File: src/rtl/fsr_pkg.sv
// Shared constants and helpers for the floating-point status unit.
// Assumes a 64-bit register with fixed field positions.
package fsr_pkg;
    localparam int SR_W     = 64;
    localparam int FLAG_W   = 5;
    localparam int CEXC_LO  = 0;
    localparam int AEXC_LO  = CEXC_LO + FLAG_W;
    localparam int FCC_BASE = 10;
    localparam int FTT_LO   = 14;
    localparam int FTT_W    = 3;
    localparam int TEM_LO   = 23;
    localparam int NV_BIT   = FLAG_W - 1;
    localparam int CC_FIELDS = 4;
    localparam logic [FTT_W-1:0] FTT_IEEE = 3'd1;

    typedef enum logic [1:0] {
        REL_EQ = 2'd0,
        REL_LT = 2'd1,
        REL_GT = 2'd2,
        REL_UN = 2'd3
    } rel_e;

    // Bit position of condition-code field k: base, or base + 20 + 2k.
    function automatic int fcc_pos(input int k);
        return (k == 0) ? FCC_BASE : FCC_BASE + 20 + 2 * k;
    endfunction
endpackage

File: src/rtl/fsr_exc_eval.sv
// Evaluates one operation's raw IEEE flags against the trap-enable mask.
// Produces the new current and accrued fields and a trap decision.
// Assumes the flags belong to a single operation.
module fsr_exc_eval #(
    parameter int FLAG_W = 5
) (
    input  logic [FLAG_W-1:0] flags,
    input  logic [FLAG_W-1:0] tem,
    input  logic [FLAG_W-1:0] aexc_cur,
    output logic [FLAG_W-1:0] cexc_nxt,
    output logic [FLAG_W-1:0] aexc_nxt,
    output logic              any_flag,
    output logic              trap_hit
);
    // Decide between trapping and accruing.
    always_comb begin
        any_flag = |flags;
        cexc_nxt = flags;
        trap_hit = any_flag && |(flags & tem);
        aexc_nxt = trap_hit ? aexc_cur : (aexc_cur | flags);
    end
endmodule

File: src/rtl/fsr_cmp_eval.sv
// Applies one compare result to the status word: condition-code write,
// then the unordered invalid handling. Pure combinational.
module fsr_cmp_eval
    import fsr_pkg::*;
#(
    parameter int SR_W_P = 64
) (
    input  logic [SR_W_P-1:0] status_cur,
    input  logic [1:0]        rel,
    input  logic [1:0]        sel,
    input  logic              signalling,
    output logic [SR_W_P-1:0] status_nxt,
    output logic              trap_hit
);
    logic [CC_FIELDS-1:0] sel_hot;

    // One-hot field select, one term per condition-code field.
    for (genvar k = 0; k < CC_FIELDS; k++) begin : g_sel
        assign sel_hot[k] = (sel == k[1:0]);
    end

    // Clear and write the chosen field, then handle unordered results.
    always_comb begin
        status_nxt = status_cur;
        for (int k = 0; k < CC_FIELDS; k++) begin
            if (sel_hot[k]) begin
                status_nxt[fcc_pos(k) +: 2] = rel;
            end
        end
        trap_hit = 1'b0;
        if (rel == REL_UN) begin
            if (status_cur[TEM_LO + NV_BIT] || signalling) begin
                trap_hit = 1'b1;
                status_nxt[CEXC_LO + NV_BIT] = 1'b1;
                status_nxt[FTT_LO +: FTT_W] = FTT_IEEE;
            end else begin
                status_nxt[AEXC_LO + NV_BIT] = 1'b1;
            end
        end
    end
endmodule

File: src/rtl/fpu_status_unit.sv
// Floating-point status register. Updated by software writes, compare
// results and per-operation IEEE flags, in that priority order.
// Assumes at most one arithmetic operation's flags per strobe.
module fpu_status_unit
    import fsr_pkg::*;
#(
    parameter int WIDTH  = SR_W,
    parameter int NFLAGS = FLAG_W
) (
    input  logic              clk,
    input  logic              rst_n,
    input  logic              flag_valid,
    input  logic [NFLAGS-1:0] flag_vec,
    input  logic              cmp_valid,
    input  logic [1:0]        cmp_rel,
    input  logic [1:0]        cmp_sel,
    input  logic              cmp_signal,
    input  logic              sw_we,
    input  logic [WIDTH-1:0]  sw_wdata,
    output logic [WIDTH-1:0]  status,
    output logic              trap_req,
    output logic [2:0]        trap_type
);
    logic [WIDTH-1:0]  status_q;
    logic              trap_q;
    logic [NFLAGS-1:0] cexc_nxt, aexc_nxt;
    logic              any_flag, exc_trap;
    logic [WIDTH-1:0]  exc_status;
    logic [WIDTH-1:0]  cmp_status;
    logic              cmp_trap;

    fsr_exc_eval #(.FLAG_W(NFLAGS)) u_exc (
        .flags    (flag_vec),
        .tem      (status_q[TEM_LO +: NFLAGS]),
        .aexc_cur (status_q[AEXC_LO +: NFLAGS]),
        .cexc_nxt (cexc_nxt),
        .aexc_nxt (aexc_nxt),
        .any_flag (any_flag),
        .trap_hit (exc_trap)
    );

    fsr_cmp_eval #(.SR_W_P(WIDTH)) u_cmp (
        .status_cur (status_q),
        .rel        (cmp_rel),
        .sel        (cmp_sel),
        .signalling (cmp_signal),
        .status_nxt (cmp_status),
        .trap_hit   (cmp_trap)
    );

    // Assemble the status word after a flag update.
    always_comb begin
        exc_status = status_q;
        exc_status[CEXC_LO +: NFLAGS] = cexc_nxt;
        exc_status[AEXC_LO +: NFLAGS] = aexc_nxt;
        if (exc_trap) begin
            exc_status[FTT_LO +: FTT_W] = FTT_IEEE;
        end
    end

    // Register update with write > compare > flags priority.
    always_ff @(posedge clk) begin
        if (!rst_n) begin
            status_q <= '0;
            trap_q   <= 1'b0;
        end else if (sw_we) begin
            status_q <= sw_wdata;
            trap_q   <= 1'b0;
        end else if (cmp_valid) begin
            status_q <= cmp_status;
            trap_q   <= cmp_trap;
        end else if (flag_valid && any_flag) begin
            status_q <= exc_status;
            trap_q   <= exc_trap;
        end else begin
            trap_q   <= 1'b0;
        end
    end

    assign status    = status_q;
    assign trap_req  = trap_q;
    assign trap_type = status_q[FTT_LO +: FTT_W];
endmodule

File: config.mk
export PLATFORM = sky130hd
export DESIGN_NAME = fpu_status_unit
export DESIGN_NICKNAME = d
export VERILOG_FILES = /design/src/rtl/fsr_pkg.sv /design/src/rtl/fsr_exc_eval.sv /design/src/rtl/fsr_cmp_eval.sv /design/src/rtl/fpu_status_unit.sv
export SDC_FILE = /design/constraint.sdc
export NUM_CORES = 1
export LEC_CHECK = 0
export CORE_MARGIN = 3
export CORE_UTILIZATION = 39
export CTS_CLUSTER_DIAMETER = 200
export DETAILED_ROUTE_END_ITERATION = 12
export PLACE_DENSITY = 0.74
export SLEW_MARGIN = 20
export SYNTH_ARGS = -nofsm -noshare
export SYNTH_HDL_FRONTEND = slang
export SYNTH_HIERARCHICAL = 1
export SYNTH_SLANG_ARGS = --single-unit
export TNS_END_PERCENT = 1
File: constraint.sdc
create_clock -name clk -period 4.3 [get_ports clk]
set_clock_uncertainty 0.2 [all_clocks]
set_input_delay 0.43 -clock clk [delete_from_list [all_inputs] [get_ports clk]]
set_output_delay 0.43 -clock clk [all_outputs]
set_load 0.01 [all_outputs]
### After elaboration in Yosys (flattened, before gate mapping)

Cells that the tools add are included.
Widths: inputs -> output; s select.

| storage, ports and cells | value |
|---|---|
| flip-flop bits (word level) | 65 |
| output and inout port bits | 68 |

| operators by class | value |
|---|---|
| muxes and demuxes | 19 |
| equal/unequal tests | 10 |
| reductions and logical operators | 24 |
| bitwise logic cells | 3 |

Operator list:

| kind | count |
|---|---|
| $mux 64 | 1 |
| $mux 38 | 1 |
| $mux 17 | 1 |
| $reduce_bool 2->1 | 6 |
| $reduce_and 2->1 | 5 |
| $reduce_or 5->1 | 2 |
| $mux 3 | 3 |
| $mux 1 | 8 |
| $mux 2 | 4 |
| $reduce_and 4->1 | 2 |
| $eq 2x2->1 const B | 3 |
| $ne 3x1->1 const B | 2 |
| $ne 3x3->1 const B | 2 |
| $reduce_and 3->1 | 2 |
| $reduce_bool 3->1 | 2 |
| $and 5x5->5 | 1 |
| $mux 5 | 1 |
| $or 5x5->5 | 1 |
| $eq 2x1->1 const B | 1 |
| $logic_and 1x1->1 | 2 |
| $logic_not 2->1 | 1 |
| $ne 2x1->1 const B | 1 |
| $ne 2x2->1 const B | 1 |
| $reduce_or 2->1 | 1 |
| other kinds (2) | 2 |

### Logic depth before layout (Yosys ltp)

Gate-level depths: netlist of the first run.

| depth | value |
|---|---|
| word-level depth | 7 |
| gate-level depth with buffers | 6 |
| gate-level depth less buffers | 5 |

### By module

The synthesis of the first run kept the hierarchy.

Modules (own cells, without submodules):

| module | times used | seq. area each (µm²) | cells an instance | area an instance (µm²) |
|---|---|---|---|---|
| fpu_status_unit | 1 | 1301.2 | 307 | 3158.0 |
| fsr_cmp_eval | 1 | 0.0 | 71 | 574.3 |
| fsr_exc_eval | 1 | 0.0 | 16 | 115.1 |

### Worst setup path after synthesis of the first run

Ideal clock, no wire load.

| timing | value |
|---|---|
| path kind | input port to flip-flop |
| start | input port flag_vec[0] |
| end | register status_q[15], in the netlist status[15] |
| path slack | 2.355 ns |
| data required time | 4.035 ns |
| stages on the path | 5 |
| arrival time | 1.679 ns |
| setup time | 0.065 ns |
| cells stage by stage | a222oi_1 > nand2_1 > a311oi_2 > a222oi_1 > nor2b_1 |

| between the ends | value |
|---|---|
| cells in the longest elaborated chain, start to end | 5 |

Ends and longest elaborated chain:

| item | RTL line | source |
|---|---|---|
| start, declared | fpu_status_unit.sv:13 | `input logic [NFLAGS-1:0] flag_vec,` |
| $and 5x5->5 | fsr_exc_eval.sv:19 | `trap_hit = any_flag && \|(flags & tem);` |
| $reduce_or 5->1 | fsr_exc_eval.sv:19 |  |
| $logic_and 1x1->1 * | fsr_exc_eval.sv:19 |  |
| named net exc_trap | fpu_status_unit.sv:27 | `logic any_flag, exc_trap;` |
| $reduce_bool 3->1 (no line) * | - |  |
| $reduce_and 4->1 (no line) * | - |  |
| end signal, assigned | fpu_status_unit.sv:67 | `status_q <= sw_wdata;` |
| end signal, assigned | fpu_status_unit.sv:70 | `status_q <= cmp_status;` |
| end signal, assigned | fpu_status_unit.sv:73 | `status_q <= exc_status;` |
| end, declared | fpu_status_unit.sv:24 | `logic [WIDTH-1:0] status_q;` |

The timed path passes the listed nets; every way through them passes the cells marked *.
A chain may end at the register's enable or synchronous reset.

### Worst setup path after layout of the first run

| timing | value |
|---|---|
| start | input port sw_we |
| end | register status_q[55], in the netlist status[55] |

RTL lines:

| item | RTL line | source |
|---|---|---|
| start, declared | fpu_status_unit.sv:18 | `input logic sw_we,` |

No word-level cell between the ends.

==> results of run 1 <==
## path summary, 6_finish.rpt
check	from	cells past startpoint	slack [ns]	endpoint
max	sw_we	4	1.85	status[55]
min	status[4]	1	0.30	status[4]
max reg2reg	status[24]	5	2.35	status[15]
min reg2reg	status[4]	1	0.30	status[4]
## power breakdown
part           leakage (nW)  switching (mW)  internal, mW  total, mW
clock network        0.0929           0.224         0.262      0.486
registers             0.541          0.0352         0.649      0.684
logic                  1.82           0.155         0.235      0.390
## routing by layer
metal / up-vias / share of wire [%] / GRT usage (%)
met5: - / 0 / 0
met4: 0 / 0.68 / 4.40
met3: 5 / 8.0 / 5.33
met2: 92 / 46 / 25.9
met1: 1378 / 45 / 20.5
li1: 1491 / - / -
## synthesized netlist by cell type (all sizes together)
cell type,n,area [sq um]
a222oi,3,30.0
buf,78,607
nand3,1,5.00
nand2,65,246
o211a,51,510
a22oi,1,7.51
nor2,3,13.8
and2,3,18.8
nand2b,13,83.8
mux2,8,113
nor2b,5,33.8
a32o,10,100
nor3,1,5.00
a211oi,1,12.5
o211ai,1,7.51
mux2i,61,611
a311oi,1,15.0
o21ai,2,10.0
inv,4,15.0
and3,1,6.26
a221oi,1,8.76
clkbuf,9,33.8
a31o,6,52.6
dfxtp,65,1300
## flip-flops by register name (all words and copies together), names as in the netlist
register and flops:
trap_req 1, status 64
## cell type report
cell class                 instances  area, sq um
timing repair buffer             151         1490
fill                             864         4380
sequential                        65         1300
clock buffer                      11          131
multi-input combinational        238         1890
tap                              129          161
inverter                           4         16.3
clock inverter                     4         45.0
## stage by stage
stage	std cells	instance area (sq um)
floorplan	394	3850
detailed placement	587	4860
CTS	602	5040
global placement	587	4860
global route	602	5040
finish	602	5040
## kinds of logic (layout without fill, tap and decap cells)
| kind of cell | count (synthesis) | after routing | share of synthesized area (%) |
|---|---|---|---|
| multiplexers | 69 | 69 | 18.8 |
| AND/OR/NAND/NOR | 92 | 92 | 10.7 |
| flip-flops | 65 | 65 | 33.8 |
| AO/OA/AOI/OAI | 77 | 77 | 19.6 |
| buffers and inverters | 91 | 170 | 17.0 |
==> impl_metrics.yaml, run 1 <==
clock_network:
  cts.sinks: 65
  root_buffer: "clkbuf_8"
  cts_hold_buf: 0
  clockBufferDepth: 2
  clkTransAtPathRegs_ns: 0.07
  htree_levels: 3
  cts_made_buffers: 9
  post_cts_buffers: 0
  clk_latency_ns: 0.32
  cts_resized: 0
  cts_tree: "done"
worst_setup_path:
  crit_chain: "clkdlybuf4s50_1, clkinv_2, buf_4, o211a_1"
  worstPathMaxFanout: 64
  cpPeakStageDelay_ns: 0.89
  required_ns: 4.32
  slowest_stage: "clkdlybuf4s50_1"
  cp_num_buf_inv: 3
  endpoint_kind: "register"
  critical_path.top_delay_family: "buffers and inverters"
  critPathLaunchType: "input pin"
  cp.arrival_ns: 2.47
  crit_type: "in2reg"
floorplan:
  start_util_pct: 40.9
  die_width_microns: 105
  die_y_microns: 105
  io_pins: 147
  rows: 35
  coreArea_sq_um: 9420
  die_area_sq_um: 11100
yosys:
  synthCells: 394
  yosysUniqueCellTypes: 33
  ys_warn_count: 6
  yosysSeqAreaShare_pct: 33.8
  synth_area_per_cell_sq_um: 9.77
  synth-seq-cells: 65
  synth_nets: 473
  netlist_area_sq_um: 3850
global_route:
  grt_pass1_wl_mm: 14.7
  first_global_vias: 2946
  overflow: 0
  grt_max_degree: 65
  antenna_found_initial: 0
  grtUsageTotal_pct: 16.1
routing:
  drt_iter0_markers: 118
  drtPass1Iterations: 4
  vias_per_cell: 4.93
  drtAntennaViolNets: 0
  drc: 0
  dr_total_vias: 2966
  routed_wl_mm: 9.07
  wl_per_cell_microns: 15.1
sta:
  finalCritPeriodShare_pct: 56.9
  fin_ws_ns: 1.85
  final_hold_viol_count: 0
  setup_viol: 0
  worstMarginPinSlew_ns: 0.756
  slew-limit-headroom_pct: 49.5
  hold_slack_ns: 0.297
  setup_tns_ns: 0
  period_needed_ns: 2.45
  fmax_mhz: 409
  drv_slew: 0
  grt_setup_unrepaired: "no"
cells_and_area:
  drive_gt1_share_pct: 7.19
  layout_commonest_cell: "clkdlybuf4s50_1"
  layout_common_cells: "clkdlybuf4s50_1 (144), dfxtp_1 (65), nand2_1 (64)"
  diodes: 0
  post-route-util_pct: 53.5
  areaGrowthSynthToFinish_pct: 30.9
  nets: 548
pwr:
  ir_drop_mv: 0.206
  power.density_nw_per_um2: 310
  leakagePower_nw: 2.45
  power_mw: 1.56
placed_design:
  io_buffers: 146
  hpwl_mm: 6.40
  dp_slack_ns: 1.52
  gp_congestion: 0.721
hold_path:
  hold_class: "reg2reg"
run:
  max-cap-violations: 0
outcome:
  status: "finished, final reports clean"
Power figures use the tool's default switching activity.
==> inputs of run 2 (changes only) <==
- PLACE_DENSITY: 0.74 -> 0.77
- clock period: 4.3 -> 2 ns (I/O delays scaled with it)
==> run 2 against run 1 <==
Final cell count increased by 2.8%. Cell area increased by 3.6%. First-iteration DRC count increased by 41%. Worst hold slack got worse by 0.094 ns. Combinational power increased by 120%. Core utilization increased by 1.9 points. Largest cell class unchanged.
==> impl_metrics.yaml, run 2 (synthesis gave the netlist of run 1 again) <==
outcome:
  status: "finished, final reports clean"
worst_setup_path:
  critical_path.top_delay_family: "simple AND/OR/NAND/NOR gates"
  critPathLaunchType: "input pin"
  cpPeakStageDelay_ns: 0.65
  cp.arrival_ns: 1.97
  slowest_stage: "nor2b_1"
  cp_num_buf_inv: 2
  crit_type: "in2reg"
  required_ns: 2.07
  worstPathMaxFanout: 10
  endpoint_kind: "register"
  crit_chain: "clkdlybuf4s50_1, buf_4, nor3_1, nand2_1, a211oi_2, nor2b_1, a32o_1"
cells_and_area:
  post-route-util_pct: 55.4
  nets: 564
  largest_register_ffs: 64
  layout_common_cells: "clkdlybuf4s50_1 (144), dfxtp_1 (65), nand2_1 (64)"
  diodes: 0
  seq_area_sq_um: 1300
  drive_gt1_share_pct: 10.2
  multiInputGateArea_sq_um: 1890
  layout_commonest_cell: "clkdlybuf4s50_1"
  areaGrowthSynthToFinish_pct: 35.7
  fillers: 835
floorplan:
  rows: 35
  die_width_microns: 105
  die_area_sq_um: 11100
  coreArea_sq_um: 9420
  io_pins: 147
  start_util_pct: 40.9
  die_y_microns: 105
sta:
  grt_setup_unrepaired: "no"
  slew-limit-headroom_pct: 45.7
  drv_slew: 0
  setup_viol: 0
  period_needed_ns: 1.90
  final_hold_viol_count: 0
  finalCritPeriodShare_pct: 95.0
  setup_tns_ns: 0
  worstMarginPinSlew_ns: 0.812
  fmax_mhz: 526
pwr:
  ir_drop_mv: 0.306
  power.density_nw_per_um2: 659
  leakagePower_nw: 2.55
routing:
  drt_iter0_markers: 166
  wl_per_cell_microns: 14.9
  routed_wl_mm: 9.22
  drtPass1Iterations: 5
  drtAntennaViolNets: 0
  drc: 0
  vias_per_cell: 4.94
  dr_total_vias: 3060
global_route:
  grtUsageTotal_pct: 15.8
  antenna_found_initial: 0
  overflow: 0
  grt_pass1_wl_mm: 14.5
  first_global_vias: 2875
  grt_max_degree: 61
clock_network:
  htree_levels: 3
  cts.sinks: 65
  post_cts_buffers: 0
  root_buffer: "clkbuf_8"
  cts_tree: "done"
  clockBufferDepth: 2
  cts_resized: 0
  clkTransAtPathRegs_ns: 0.07
  cts_made_buffers: 9
  cts_hold_buf: 0
  clk_latency_ns: 0.32
placed_design:
  io_buffers: 146
  gp_congestion: 0.802
  hpwl_mm: 6.81
run:
  max-cap-violations: 0
hold_path:
  hold_class: "in2reg"
[run 2: stage by stage]
stage               power [mW]  cell area [sq um]  worst slack [ns]  instances  hold WS, ns
floorplan                 2.03               3850             0.107        394        0.138
global route              3.61               5220            0.0478        619        0.204
detailed placement        2.38               5030            -0.153        603        0.287
CTS                       3.49               5220             0.160        619        0.181
global placement          2.36               5030           -0.0681        603        0.271
finish                    3.44               5220            0.0990        619        0.203
[run 2: layout make-up]
cell class	instances	share of cell area [%]
multi-input combinational	238	36.2
timing repair buffer	167	31.8
sequential	65	24.9
tap	129	3.09
clock buffer	13	2.85
clock inverter	3	0.767
inverter	4	0.312
[run 2: worst min-delay path, stage by stage]
cell     delay, ns
buf_2         0.13
buf_4         0.21
o211a_1       0.14
[run 2: routing by layer]
metal	up-vias	wire, microns	track usage [%]
li1	1526	-	-
met1	1411	4040	19.7
met2	112	4340	26.1
met3	11	773	5.02
met4	0	68	4.50
met5	-	0	0
[run 2: where the power goes]
group | leakage, nW | switching [mW] | internal, mW | total [mW]
Clock | 0.0974 | 0.485 | 0.608 | 1.09
Sequential | 0.541 | 0.0775 | 1.40 | 1.47
Combinational | 1.92 | 0.340 | 0.534 | 0.873
[run 2: worst paths after layout]
kind / depth (start not counted) / startpoint / endpoint / slack [ns]
worst min-delay path: 3 / rst_n / status[28] / 0.20
worst max register to register: 5 / status[23] / status[16] / 0.22
worst max-delay path: 7 / flag_vec[0] / status[1] / 0.1
worst min register to register: 1 / status[4] / status[4] / 0.30
